File: config.mk
export PLATFORM = sky130hd
export DESIGN_NAME = pcstack_unit
export DESIGN_NICKNAME = d
export VERILOG_FILES = /design/src/rtl/pcstack_pkg.sv /design/src/rtl/pcstack_decode.sv /design/src/rtl/pcstack_ptr_step.sv /design/src/rtl/pcstack_target.sv /design/src/rtl/pcstack_seq.sv /design/src/rtl/pcstack_unit.sv
export SDC_FILE = /design/constraint.sdc
export NUM_CORES = 1
export LEC_CHECK = 0
export ABC_AREA = 1
export BUFFER_PORTS_ARGS = -buffer_cell sky130_fd_sc_hd__buf_2
export CAP_MARGIN = 15
export CORE_MARGIN = 5
export CORE_UTILIZATION = 55
export CTS_CLUSTER_SIZE = 30
export DETAILED_ROUTE_END_ITERATION = 12
export GPL_ROUTABILITY_DRIVEN = 0
export GPL_TIMING_DRIVEN = 1
export HOLD_SLACK_MARGIN = 0.02
export PLACE_DENSITY_LB_ADDON = 0.2
export SYNTH_ARGS = -nofsm -noshare
export SYNTH_HDL_FRONTEND = slang
export SYNTH_HIERARCHICAL = 1
export SYNTH_SLANG_ARGS = --single-unit
export TNS_END_PERCENT = 100
File: constraint.sdc
create_clock -name clk -period 3.1 [get_ports clk]
set_input_delay 0.31 -clock clk [delete_from_list [all_inputs] [get_ports clk]]
set_output_delay 0.31 -clock clk [all_outputs]
set_load 0.02 [all_outputs]
File: src/rtl/pcstack_pkg.sv
package pcstack_pkg;

  typedef enum logic [2:0] {
    OP_JMP_REG  = 3'd0,
    OP_LINK     = 3'd1,
    OP_CALL_REG = 3'd2,
    OP_RETURN   = 3'd3,
    OP_PUSH_PC  = 3'd4,
    OP_POP_PC   = 3'd5,
    OP_CALL_REL = 3'd6,
    OP_RSVD     = 3'd7
  } pcs_op_e;

  typedef enum logic [1:0] {
    STEP_NONE = 2'd0,
    STEP_UP   = 2'd1,
    STEP_DOWN = 2'd2
  } step_e;

  typedef enum logic [1:0] {
    PCS_REG_A = 2'd0,
    PCS_HOLD  = 2'd1,
    PCS_REL   = 2'd2,
    PCS_LOAD  = 2'd3
  } pcsrc_e;

  typedef enum logic [1:0] {
    ST_IDLE = 2'd0,
    ST_MEM  = 2'd1,
    ST_DONE = 2'd2
  } state_e;

  typedef struct packed {
    logic   mem_access;
    logic   mem_write;
    logic   base_b;
    step_e  step;
    pcsrc_e pc_src;
  } ctl_t;

endpackage

File: src/rtl/pcstack_decode.sv
module pcstack_decode
  import pcstack_pkg::*;
(
  input  logic [2:0] op,
  output ctl_t       ctl
);

  always_comb begin
    ctl = '{mem_access: 1'b0, mem_write: 1'b0, base_b: 1'b0,
            step: STEP_NONE, pc_src: PCS_HOLD};
    case (pcs_op_e'(op))
      OP_JMP_REG: begin
        ctl.pc_src = PCS_REG_A;
      end
      OP_LINK: begin
        ctl.mem_access = 1'b1;
        ctl.mem_write  = 1'b1;
        ctl.base_b     = 1'b1;
        ctl.pc_src     = PCS_REG_A;
      end
      OP_CALL_REG: begin
        ctl.mem_access = 1'b1;
        ctl.mem_write  = 1'b1;
        ctl.base_b     = 1'b1;
        ctl.step       = STEP_UP;
        ctl.pc_src     = PCS_REG_A;
      end
      OP_RETURN, OP_POP_PC: begin
        ctl.mem_access = 1'b1;
        ctl.step       = STEP_DOWN;
        ctl.pc_src     = PCS_LOAD;
      end
      OP_PUSH_PC: begin
        ctl.mem_access = 1'b1;
        ctl.mem_write  = 1'b1;
        ctl.step       = STEP_UP;
        ctl.pc_src     = PCS_HOLD;
      end
      OP_CALL_REL: begin
        ctl.mem_access = 1'b1;
        ctl.mem_write  = 1'b1;
        ctl.step       = STEP_UP;
        ctl.pc_src     = PCS_REL;
      end
      default: begin
        ctl.pc_src = PCS_HOLD;
      end
    endcase
  end

endmodule

File: src/rtl/pcstack_ptr_step.sv
module pcstack_ptr_step
  import pcstack_pkg::*;
#(
  parameter int XLEN      = 32,
  parameter int REG_BYTES = XLEN / 8
) (
  input  logic [XLEN-1:0] base,
  input  step_e           step,
  output logic [XLEN-1:0] result
);

  localparam logic [XLEN-1:0] STEP_AMT = XLEN'(REG_BYTES);

  always_comb begin
    case (step)
      STEP_UP:   result = base + STEP_AMT;
      STEP_DOWN: result = base - STEP_AMT;
      default:   result = base;
    endcase
  end

endmodule

File: src/rtl/pcstack_target.sv
module pcstack_target
  import pcstack_pkg::*;
#(
  parameter int XLEN  = 32,
  parameter int IMM_W = 16
) (
  input  logic [XLEN-1:0]  pc,
  input  logic [XLEN-1:0]  reg_a,
  input  logic [IMM_W-1:0] imm,
  input  pcsrc_e           src,
  output logic [XLEN-1:0]  pc_new
);

  logic [XLEN-1:0] imm_ext;

  generate
    if (IMM_W < XLEN) begin : g_extend
      assign imm_ext = {{(XLEN-IMM_W){imm[IMM_W-1]}}, imm};
    end else begin : g_trunc
      assign imm_ext = imm[XLEN-1:0];
    end
  endgenerate

  always_comb begin
    case (src)
      PCS_REG_A: pc_new = reg_a;
      PCS_REL:   pc_new = pc + imm_ext;
      default:   pc_new = pc;
    endcase
  end

endmodule

File: src/rtl/pcstack_seq.sv
module pcstack_seq
  import pcstack_pkg::*;
#(
  parameter int XLEN = 32
) (
  input  logic            clk,
  input  logic            rst,
  input  logic            req_valid,
  output logic            req_ready,
  input  logic            acc_mem,
  input  logic            acc_write,
  input  logic            acc_load,
  input  logic [XLEN-1:0] acc_addr,
  input  logic [XLEN-1:0] acc_wdata,
  input  logic [XLEN-1:0] acc_ptr,
  input  logic [XLEN-1:0] acc_pc,
  output logic            mem_valid,
  input  logic            mem_ready,
  output logic            mem_we,
  output logic [XLEN-1:0] mem_addr,
  output logic [XLEN-1:0] mem_wdata,
  input  logic [XLEN-1:0] mem_rdata,
  output logic            done,
  output logic [XLEN-1:0] pc_out,
  output logic [XLEN-1:0] ptr_out
);

  state_e          state_q;
  logic            load_q;
  logic            we_q;
  logic [XLEN-1:0] addr_q;
  logic [XLEN-1:0] wdata_q;
  logic [XLEN-1:0] pc_q;
  logic [XLEN-1:0] ptr_q;
  logic            take;

  assign req_ready = (state_q == ST_IDLE);
  assign take      = req_valid && req_ready;
  assign mem_valid = (state_q == ST_MEM);
  assign done      = (state_q == ST_DONE);
  assign mem_we    = we_q;
  assign mem_addr  = addr_q;
  assign mem_wdata = wdata_q;
  assign pc_out    = pc_q;
  assign ptr_out   = ptr_q;

  always_ff @(posedge clk) begin
    if (rst) begin
      state_q <= ST_IDLE;
    end else begin
      case (state_q)
        ST_IDLE: if (take) state_q <= acc_mem ? ST_MEM : ST_DONE;
        ST_MEM:  if (mem_ready) state_q <= ST_DONE;
        default: state_q <= ST_IDLE;
      endcase
    end
  end

  always_ff @(posedge clk) begin
    if (rst) begin
      load_q  <= 1'b0;
      we_q    <= 1'b0;
      addr_q  <= '0;
      wdata_q <= '0;
      pc_q    <= '0;
      ptr_q   <= '0;
    end else if (take) begin
      load_q  <= acc_load;
      we_q    <= acc_write;
      addr_q  <= acc_addr;
      wdata_q <= acc_wdata;
      pc_q    <= acc_pc;
      ptr_q   <= acc_ptr;
    end else if (mem_valid && mem_ready && load_q) begin
      pc_q <= mem_rdata;
    end
  end

endmodule

File: src/rtl/pcstack_unit.sv
module pcstack_unit
  import pcstack_pkg::*;
#(
  parameter int XLEN  = 32,
  parameter int IMM_W = 16
) (
  input  logic             clk,
  input  logic             rst,
  input  logic             req_valid,
  output logic             req_ready,
  input  logic [2:0]       req_op,
  input  logic [XLEN-1:0]  req_pc,
  input  logic [XLEN-1:0]  req_reg_a,
  input  logic [XLEN-1:0]  req_reg_b,
  input  logic [IMM_W-1:0] req_imm,
  output logic             mem_valid,
  input  logic             mem_ready,
  output logic             mem_we,
  output logic [XLEN-1:0]  mem_addr,
  output logic [XLEN-1:0]  mem_wdata,
  input  logic [XLEN-1:0]  mem_rdata,
  output logic             done,
  output logic [XLEN-1:0]  pc_next,
  output logic [XLEN-1:0]  ptr_next
);

  localparam int REG_BYTES = XLEN / 8;

  ctl_t            ctl;
  logic [XLEN-1:0] base;
  logic [XLEN-1:0] ptr_calc;
  logic [XLEN-1:0] pc_calc;

  pcstack_decode u_decode (
    .op  (req_op),
    .ctl (ctl)
  );

  assign base = ctl.base_b ? req_reg_b : req_reg_a;

  pcstack_ptr_step #(.XLEN(XLEN), .REG_BYTES(REG_BYTES)) u_step (
    .base   (base),
    .step   (ctl.step),
    .result (ptr_calc)
  );

  pcstack_target #(.XLEN(XLEN), .IMM_W(IMM_W)) u_target (
    .pc     (req_pc),
    .reg_a  (req_reg_a),
    .imm    (req_imm),
    .src    (ctl.pc_src),
    .pc_new (pc_calc)
  );

  pcstack_seq #(.XLEN(XLEN)) u_seq (
    .clk       (clk),
    .rst       (rst),
    .req_valid (req_valid),
    .req_ready (req_ready),
    .acc_mem   (ctl.mem_access),
    .acc_write (ctl.mem_write),
    .acc_load  (ctl.pc_src == PCS_LOAD),
    .acc_addr  (base),
    .acc_wdata (req_pc),
    .acc_ptr   (ptr_calc),
    .acc_pc    (pc_calc),
    .mem_valid (mem_valid),
    .mem_ready (mem_ready),
    .mem_we    (mem_we),
    .mem_addr  (mem_addr),
    .mem_wdata (mem_wdata),
    .mem_rdata (mem_rdata),
    .done      (done),
    .pc_out    (pc_next),
    .ptr_out   (ptr_next)
  );

endmodule

== After elaboration in Yosys (flattened, before gate mapping) ==
Cells that the tools add are included.
Cells by class
  bitwise logic cells: 0
  mux-type cells: 14
  add/subtract/negate cells: 3
  magnitude comparators: 0
  reductions and logical operators: 14
  div/mod/pow operators: 0
  shifts and indexed selects: 0
  $mul: 0
  equality and inequality tests: 14
Operator list (count)
  one-hot mux 32 bit (2 select lines): 2
  2-to-1 mux 32 bit: 3
  adder 32 x 3 -> 32 bit (second input constant): 1
  adder 32 bit: 1
  subtractor 32 x 3 -> 32 bit (second input constant): 1
  == test 3 bit (second input constant): 3
  == test 2 bit (second input constant): 4
  one-hot mux 2 bit (2 select lines): 2
  == test 3 x 2 -> 1 bit (second input constant): 2
  2-to-1 mux 2 bit: 3
  one-hot mux 2 bit (3 select lines): 1
  OR reduction 3 bit: 2
  OR reduction 6 bit: 1
  == test 2 x 1 -> 1 bit (second input constant): 2
  zero test 2 bit: 2
  != test 2 bit (second input constant): 2
  OR reduction 2 bit: 2
  OR reduction 4 bit: 1
  == test 3 x 1 -> 1 bit (second input constant): 1
  logical AND 1 bit: 3
  zero test 3 bit: 1
  2-to-1 mux 1 bit: 3
  AND reduction 2 bit: 1
  nonzero test 2 bit: 1
Storage, ports and cells
  register bits: 132
  output and inout port bits: 132
  memories: 0
  input bits: 151
  logic and storage cells: 52
  latch bits: 0
  RAM bits: 0
  memory bits (read-only): 0

== Depth between registers and ports, before layout ==
Gate-level depths: netlist (run 1).
  word-level depth: 6
  depth in mapped cells: 26
  gate-level depth less buffers: 24

== Cells and area by module ==
The synthesis (run 1) kept the hierarchy.
Modules (own cells, without submodules)
  pcstack_seq: instances 1, cells each 752, area an instance 5365.1 µm², sequential area each 2642.5 µm²
  pcstack_target: instances 1, cells each 602, area an instance 2949.1 µm², sequential area each 0.0 µm²
  pcstack_ptr_step: instances 1, cells each 608, area an instance 2796.4 µm², sequential area each 0.0 µm²
  pcstack_unit: instances 1, cells each 106, area an instance 499.2 µm², sequential area each 0.0 µm²
  pcstack_decode: instances 1, cells each 17, area an instance 88.8 µm², sequential area each 0.0 µm²

== Worst setup path before layout (run 1) ==
No wires, ideal clock.
  path kind: input to register
  start point: in req_op[1]
  end point: reg u_seq.ptr_q[30] (netlist: u_seq/ptr_out[30])
  setup slack: 582 ps
  buffers on the path: 2
  data required time: 2984 ps
  data arrival time: 2403 ps
  cell stages on the path: 25
  setup time: 116 ps
  cell sequence: inv_2 -> nand2_1 -> nand3_2 -> inv_1 -> buf_6 -> inv_8 -> buf_12 -> nand2_2 -> nand2_1 -> nand2_1 -> inv_1 -> nor2_1 -> ha_1 -> a21oi_1 -> nor2_1 -> nand2_1 -> nand2_1 -> nand3_1 -> nand3_1 -> nand2_1 -> nand3_1 -> nand3_1 -> nand2_1 -> o21ai_0 -> nor2_1
RTL lines
  from (decl): RTL line pcstack_unit.sv:11  | input logic [2:0] req_op,
  to (signal assigned): RTL line pcstack_seq.sv:73  | ptr_q <= acc_ptr;
  to (decl): RTL line pcstack_seq.sv:34  | logic [XLEN-1:0] ptr_q;

==> metrics, run 1 <==
insertion delay of the later-clocked pin in the worst-skew pair 0.44 ns; reported leakage power 8.08 nW; Std-Cell Core Area 21000 um^2; area enclosed by the die boundary 24300 um^2; critical path peak fanout 16; max_slew headroom 0.545; number of global-route vias before repair 13400; instance count along the most critical hold path 3; final wirelength 44.3 mm; Synth Net Count 2271; Synth Register Bits 132; final period demand of the worst path 2.84 ns; DRT iter0 DRCs 1807; flop-to-flop setup slack 1.24 ns; critical hold path startpoint req_pc[13]; H-tree lvl count 4; Global Route met2 Usage 0.550; first-pass GRT wire length 68.9 mm; met3 demand-to-capacity share in global routing 0.0777; hold buffers post-CTS 0; highest-count cells in the layout ignoring fill and taps sky130_fd_sc_hd__nand2_1 (700), sky130_fd_sc_hd__nor2_1 (386), sky130_fd_sc_hd__buf_2 (282), sky130_fd_sc_hd__inv_1 (242), sky130_fd_sc_hd__dfxtp_1 (132); Worst EP required 3.43 ns; Power Dens Cells 481 nW/um^2; Critical Path Start Type input port; ANT cells 0; final routed wire length divided by cell count 16.7 um; initial antenna violation count 0; clock root buffer sky130_fd_sc_hd__clkbuf_16; YS warnings 6; Seq/Total Area, Yosys 0.226; unrepaired setup endpoints after global routing false; met1 Resource Use GR 0.461; predominant post-synthesis flop cell sky130_fd_sc_hd__dfxtp_1; run status completed; VDD IR max 0.409 mV; remaining design rule violation count 0; number of port buffers 282; share of the core filled with cells 0.669; pin count of the biggest net entering global routing 128; kind of path behind the tightest hold check input port to flip-flop; Detailed Place HPWL 33.9 mm; cell area after synthesis 11700 um^2; GRT Total Usage 0.352; GRT overflow 0; cts bufs inserted 17; Die Span Y 156 um; count of TritonRoute iterations in the first routing pass 7; clock tree from TritonCTS done; clock sink total 132; Post-synth EDFFs 0; Finish-stage setup viols 0; share of post-route cells with drive strength above 1 0.197; clock buffer depth 2; worst-case reg-to-reg path depth 6; post-synthesis average cell area 5.61 um^2; clock-pin slew of the registers on the worst-case setup and hold paths 0.07 ns; number of violations of the max-capacitance limit 0; post-synthesis cell count 2085; number of core rows 53; most common cell after layout, fill and taps aside sky130_fd_sc_hd__nand2_1; vias post-DR 14600; worst reg2reg endpoint u_seq/mem_wdata[11]; final setup skew 0.00769 ns; launch point of the worst reg-to-reg path u_seq/state_q[1]; endpoint type of the worst setup path flip-flop; busiest layer in global routing met2; post-synth cell types 42; effective utilization at floorplan 0.558; total I/O pin count 283; worst setup slack after layout 0.260 ns; Hold Path Sink u_seq/mem_wdata[13]; crit path kind input port to flip-flop; part of the cycle the worst path needs 0.916; final max-slew violation count 0; setup slack at placement -0.130 ns; signal arrival time at the worst endpoint 3.17 ns; peak clock frequency supported by timing 352 MHz; post-route ant nets 0; post-synthesis async set-or-reset flop share 0; post-layout net count 2546; endpoints failing hold 0; floorplan die width 156 um; number of vias per cell after detailed routing 5.52; worst-margin pin slew 0.683 ns; area growth from synthesis to final layout 19.8%
registers in the layout, indices dropped and copies added (netlist names):
| name | cells |
|---|---|
| u_seq/load_q | 1 |
| u_seq/mem_addr | 32 |
| u_seq/mem_wdata | 32 |
| u_seq/mem_we | 1 |
| u_seq/pc_out | 32 |
| u_seq/ptr_out | 32 |
| u_seq/state_q | 2 |
timing repair:
item,4_1_cts,5_1_grt
endpoints found under the setup margin,0,1
buffers inserted,0,4
gates resized for setup,0,4
power by group:
part	internal [mW]	switching, mW	leakage [nW]
logic	0.859	1.77	6.69
clock network	1.16	0.964	0.295
registers	1.89	0.103	1.09
layout make-up:
cell class                      count  area, um^2
Multi-Input combinational cell   1614        7550
Clock inverter                     15         184
Timing Repair Buffer              339        1890
Clock buffer                       17         425
Sequential cell                   132        2640
Tap cell                          275         344
Inverter                          255         976
Timing Repair inverter              1        8.76
Fill cell                        2001        6940
logic make-up after synthesis:
family | Yosys count | share of synthesized area
and+or+nand+nor | 1316 | 0.471
DFF | 132 | 0.226
adders and majority gates | 35 | 0.0381
AOI/OAI and AO/OA | 237 | 0.110
buffers and inverters | 339 | 0.131
xor gates and xnor gates | 26 | 0.0240
how the worst max path moves through the flow:
stage	start	slack, ns	endpoint	cells after the start
floorplan	req_op[1]	0.58	u_seq/ptr_out[30]	25
global placement	req_op[1]	-0.06	u_seq/ptr_out[29]	21
detailed placement	req_op[1]	-0.13	u_seq/ptr_out[29]	21
CTS	req_op[1]	0.33	u_seq/ptr_out[29]	21
global route	req_op[1]	0.03	u_seq/ptr_out[30]	24
finish	req_op[1]	0.26	u_seq/ptr_out[29]	23
stage by stage:
| stage | TNS (ns) | std cells | total power [mW] | cell area, um^2 | hold WS (ns) |
|---|---|---|---|---|---|
| after detailed placement | -0.614 | 2611 | 4.57 | 13400 | 0.466 |
| after floorplan | 0 | 2085 | 3.77 | 11700 | 0.455 |
| final | 0 | 2648 | 6.74 | 14000 | 0.177 |
| after CTS | 0 | 2643 | 6.69 | 14000 | 0.166 |
| after global routing | 0 | 2648 | 7.12 | 14000 | 0.178 |
| after global placement | -0.0710 | 2611 | 4.54 | 13400 | 0.457 |
critical path: stages:
cell and delay, ns:
sky130_fd_sc_hd__buf_2 0.13, sky130_fd_sc_hd__inv_2 0.08, sky130_fd_sc_hd__nand2_1 0.07, sky130_fd_sc_hd__nand3_2 0.11
sky130_fd_sc_hd__clkinvlp_4 0.26, sky130_fd_sc_hd__buf_4 0.30, sky130_fd_sc_hd__nand2_1 0.08, sky130_fd_sc_hd__nand2_1 0.18
sky130_fd_sc_hd__nand2_1 0.12, sky130_fd_sc_hd__inv_1 0.06, sky130_fd_sc_hd__nor2_2 0.26, sky130_fd_sc_hd__nand2_1 0.15
sky130_fd_sc_hd__inv_1 0.11, sky130_fd_sc_hd__nand2_1 0.07, sky130_fd_sc_hd__nor2_2 0.13, sky130_fd_sc_hd__and2_1 0.14
sky130_fd_sc_hd__nand2_1 0.11, sky130_fd_sc_hd__nand2_1 0.09, sky130_fd_sc_hd__nand2_1 0.05, sky130_fd_sc_hd__nand3_1 0.06
sky130_fd_sc_hd__nand2_1 0.05, sky130_fd_sc_hd__o21ai_0 0.16, sky130_fd_sc_hd__nor2_1 0.06
Yosys cell counts (all sizes together) (15+ instances only):
library cell / count / area, um^2
a21oi: 63 / 319
clkbuf: 26 / 128
buf: 58 / 444
nand4: 16 / 100
nor2: 410 / 1620
nand3: 104 / 566
nand2: 736 / 2860
o21ai: 135 / 676
dfxtp: 132 / 2640
xor2: 15 / 184
nand3b: 35 / 263
ha: 34 / 425
inv: 255 / 965
a22oi: 23 / 173
metal layers:
metal,vias to the layer above,wire [um]
met4,0,2260
met3,170,5550
met5,-,0
met2,994,18800
met1,6448,17700
li1,7017,-
(Power assumes the default switching activity.)
==> run 2: changes to the inputs <==
--- a/config.mk
+++ b/config.mk
@@ -15,7 +15,7 @@
 export GPL_ROUTABILITY_DRIVEN = 0
 export GPL_TIMING_DRIVEN = 1
 export HOLD_SLACK_MARGIN = 0.02
-export PLACE_DENSITY_LB_ADDON = 0.2
+export PLACE_DENSITY = 0.79
 export SYNTH_ARGS = -nofsm -noshare
 export SYNTH_HDL_FRONTEND = slang
 export SYNTH_HIERARCHICAL = 1
==> run 2 against run 1 <==
Highest routed layer is now met5. Via count down 2.1%. Setup slack better by 0.085 ns. Count of clock-buffer cells in the layout unchanged. Total power up 0.49%. Register-to-register slack worse by 0.07 ns. Hold slack worse by 0.0059 ns. Non-clock buffer count down 15.
==> metrics, run 2 (same netlist as run 1, synthesis figures left out) <==
Die Span Y 156 um (unchanged); clock buffer depth 2 (unchanged); post-route ant nets 0 (unchanged); cts bufs inserted 17 (unchanged); effective utilization at floorplan 0.558 (unchanged); crit path kind input port to flip-flop (unchanged); Finish-stage setup viols 0 (unchanged); footprint of the flip-flops and latches 2640 um^2 (unchanged); area of combinational cells with multiple inputs 7540 um^2 (was 7550 um^2); family of cells with the greatest summed delay on the critical path simple AND/OR/NAND/NOR gates (unchanged); unrepaired setup endpoints after global routing false (unchanged); number of port buffers 282 (unchanged); Std-Cell Core Area 21000 um^2 (unchanged); final max-slew violation count 0 (unchanged); pin count of the biggest net entering global routing 95 (was 128); endpoints failing hold 0 (unchanged); list of cells traversed by the critical path buf_2 -> inv_2 -> nand2_1 -> nand3_2 -> inv_1 -> inv_8 -> nand2_2 -> nand2_1 -> nand2_1 -> inv_1 -> nor2_1 -> ha_1 -> a21oi_1 -> nor2_1 -> nand2_1 -> nand2_1 -> nand3_1 -> nand3_1 -> nand2_1 -> nand3_1 -> nand3_1 -> nand2_1 -> o21ai_0 -> nor2_1 (was buf_2 -> inv_2 -> nand2_1 -> nand3_2 -> clkinvlp_4 -> buf_4 -> nand2_1 -> nand2_1 -> nand2_1 -> inv_1 -> nor2_2 -> nand2_1 -> inv_1 -> nand2_1 -> nor2_2 -> and2_1 -> nand2_1 -> nand2_1 -> nand2_1 -> nand3_1 -> nand2_1 -> o21ai_0 -> nor2_1); clock root buffer sky130_fd_sc_hd__clkbuf_16 (unchanged); insertion delay of the later-clocked pin in the worst-skew pair 0.44 ns (about the same); max_slew headroom 0.625 (was 0.545); final period demand of the worst path 2.75 ns (was 2.84 ns); run status completed (unchanged); peak clock frequency supported by timing 363 MHz (was 352 MHz); floorplan die width 156 um (unchanged); clock sink total 132 (unchanged); reported leakage power 8.00 nW (was 8.08 nW); signal arrival time at the worst endpoint 3.08 ns (was 3.17 ns); Power Dens Cells 488 nW/um^2 (was 481 nW/um^2); Buf+Inv Stages, Crit Path 5 (was 6); GRT overflow 0 (unchanged); area growth from synthesis to final layout 18.7% (was 19.8%); clock tree from TritonCTS done (unchanged); most common cell after layout, fill and taps aside sky130_fd_sc_hd__nand2_1 (unchanged); endpoint type of the worst setup path flip-flop (unchanged); number of violations of the max-capacitance limit 0 (unchanged); part of the cycle the worst path needs 0.888 (was 0.916); number of core rows 53 (unchanged); worst-margin pin slew 0.563 ns (was 0.683 ns); clock-pin slew of the registers on the worst-case setup and hold paths 0.07 ns (about the same); hold buffers post-CTS 0 (unchanged); post-CTS sizing 0 (unchanged); final wirelength 43.3 mm (was 44.3 mm); remaining design rule violation count 0 (unchanged); final routed wire length divided by cell count 16.4 um (was 16.7 um); post-CTS repair timing setup buffer count 0 (unchanged); Worst EP required 3.43 ns (about the same); kind of path behind the tightest hold check input port to flip-flop (unchanged); final setup skew 0.00943 ns (was 0.00769 ns); first-pass GRT wire length 68.6 mm (was 68.9 mm); vias post-DR 14300 (was 14600); Critical Path Max Stage Delay 0.27 ns (was 0.30 ns); filler instances 2002 (was 2001); post-layout net count 2530 (was 2546); VDD IR max 0.421 mV (was 0.409 mV); DRT iter0 DRCs 1606 (was 1807); number of vias per cell after detailed routing 5.43 (was 5.52); critical path peak fanout 14 (was 16); cell total after placement 2600 (was 2611); total I/O pin count 283 (unchanged); Sum Neg Setup Slack 0 ns (unchanged); cell type of the slowest stage on the worst timing path sky130_fd_sc_hd__a21oi_1 (was sky130_fd_sc_hd__buf_4); highest-count cells in the layout ignoring fill and taps sky130_fd_sc_hd__nand2_1 (700), sky130_fd_sc_hd__nor2_1 (386), sky130_fd_sc_hd__buf_2 (282), sky130_fd_sc_hd__inv_1 (243), sky130_fd_sc_hd__dfxtp_1 (132) (was sky130_fd_sc_hd__nand2_1 (700), sky130_fd_sc_hd__nor2_1 (386), sky130_fd_sc_hd__buf_2 (282), sky130_fd_sc_hd__inv_1 (242), sky130_fd_sc_hd__dfxtp_1 (132)); most used cell along the critical path sky130_fd_sc_hd__nand2_1 (unchanged); Layout Cells excl Fill 2635 (was 2648); share of post-route cells with drive strength above 1 0.190 (was 0.197); number of global-route vias before repair 13400 (about the same); area enclosed by the die boundary 24300 um^2 (unchanged); Critical Path Start Type input port (unchanged); Detailed Place HPWL 33.2 mm (was 33.9 mm); count of TritonRoute iterations in the first routing pass 7 (unchanged); H-tree lvl count 4 (unchanged); GRT Total Usage 0.349 (was 0.352); initial antenna violation count 5 (was 0)
==> run 2: cell types whose count changed in the layout (fill, tap and decap cells not counted) <==
cell	delta
sky130_fd_sc_hd__nand3_1	+1
sky130_fd_sc_hd__clkinv_8	-3
sky130_fd_sc_hd__clkinv_2	+1
sky130_fd_sc_hd__buf_4	-14
sky130_fd_sc_hd__buf_12	-1
sky130_fd_sc_hd__bufinv_16	+2
sky130_fd_sc_hd__inv_8	-3
sky130_fd_sc_hd__clkinv_4	+1
sky130_fd_sc_hd__nand3_2	-1
sky130_fd_sc_hd__a21oi_2	-1
sky130_fd_sc_hd__inv_1	+1
sky130_fd_sc_hd__a21oi_1	+1
sky130_fd_sc_hd__diode_2	+3
==> run 2: final cells by class <==
cell class                      count  share of cell area
Timing Repair Buffer              324               0.127
Inverter                          255              0.0697
Multi-Input combinational cell   1614               0.543
Clock inverter                     15              0.0141
Sequential cell                   132               0.190
Tap cell                          275              0.0248
Clock buffer                       17              0.0306
Antenna cell                        3            0.000541
==> run 2: report_power, final <==
group	internal [mW]	total [mW]	switching, mW
clock network	1.29	2.21	0.923
logic	0.836	2.57	1.73
registers	1.89	2.00	0.106
total	4.02	6.78	2.76
==> run 2: metrics by stage <==
step	cell area, um^2	setup WS, ns	util	total power [mW]	hold slack, ns
6_report	13900	0.346	0.663	6.78	0.171
5_1_grt	13900	0.0553	0.662	7.14	0.201
4_1_cts	13900	0.478	0.662	6.74	0.166
3_5_place_dp	13300	0.0330	0.633	4.53	0.466
3_3_place_gp	13300	0.0839	0.633	4.50	0.457
2_1_floorplan	11700	0.582	-	3.77	0.455
==> run 2: worst reg2reg max path, stage by stage, from the launching register on <==
cell                      delay, ns
sky130_fd_sc_hd__dfxtp_1       0.45
sky130_fd_sc_hd__nor2_4        0.09
sky130_fd_sc_hd__nand2_8       0.38
sky130_fd_sc_hd__buf_4         0.53
sky130_fd_sc_hd__nand2_1       0.19
sky130_fd_sc_hd__nand2_1       0.11
sky130_fd_sc_hd__nor2_1        0.05
sky130_fd_sc_hd__nor2_1        0.07
==> run 2: worst paths after layout <==
path,endpoint,startpoint,cells past startpoint,slack (ns)
min reg2reg,u_seq/mem_wdata[14],u_seq/mem_wdata[14],2,0.48
max reg2reg,u_seq/pc_out[0],u_seq/state_q[1],7,1.17
min,u_seq/mem_wdata[11],req_pc[11],3,0.17
max,u_seq/ptr_out[22],req_op[1],24,0.35
==> run 2: routing by layer <==
metal  global-route usage  up-vias  wire length (um)
li1                     -     6973                 -
met1                0.467     6256             17600
met2                0.535      917             18100
met3               0.0630      166              5110
met4                0.182        4              2460
met5                    0        -                40
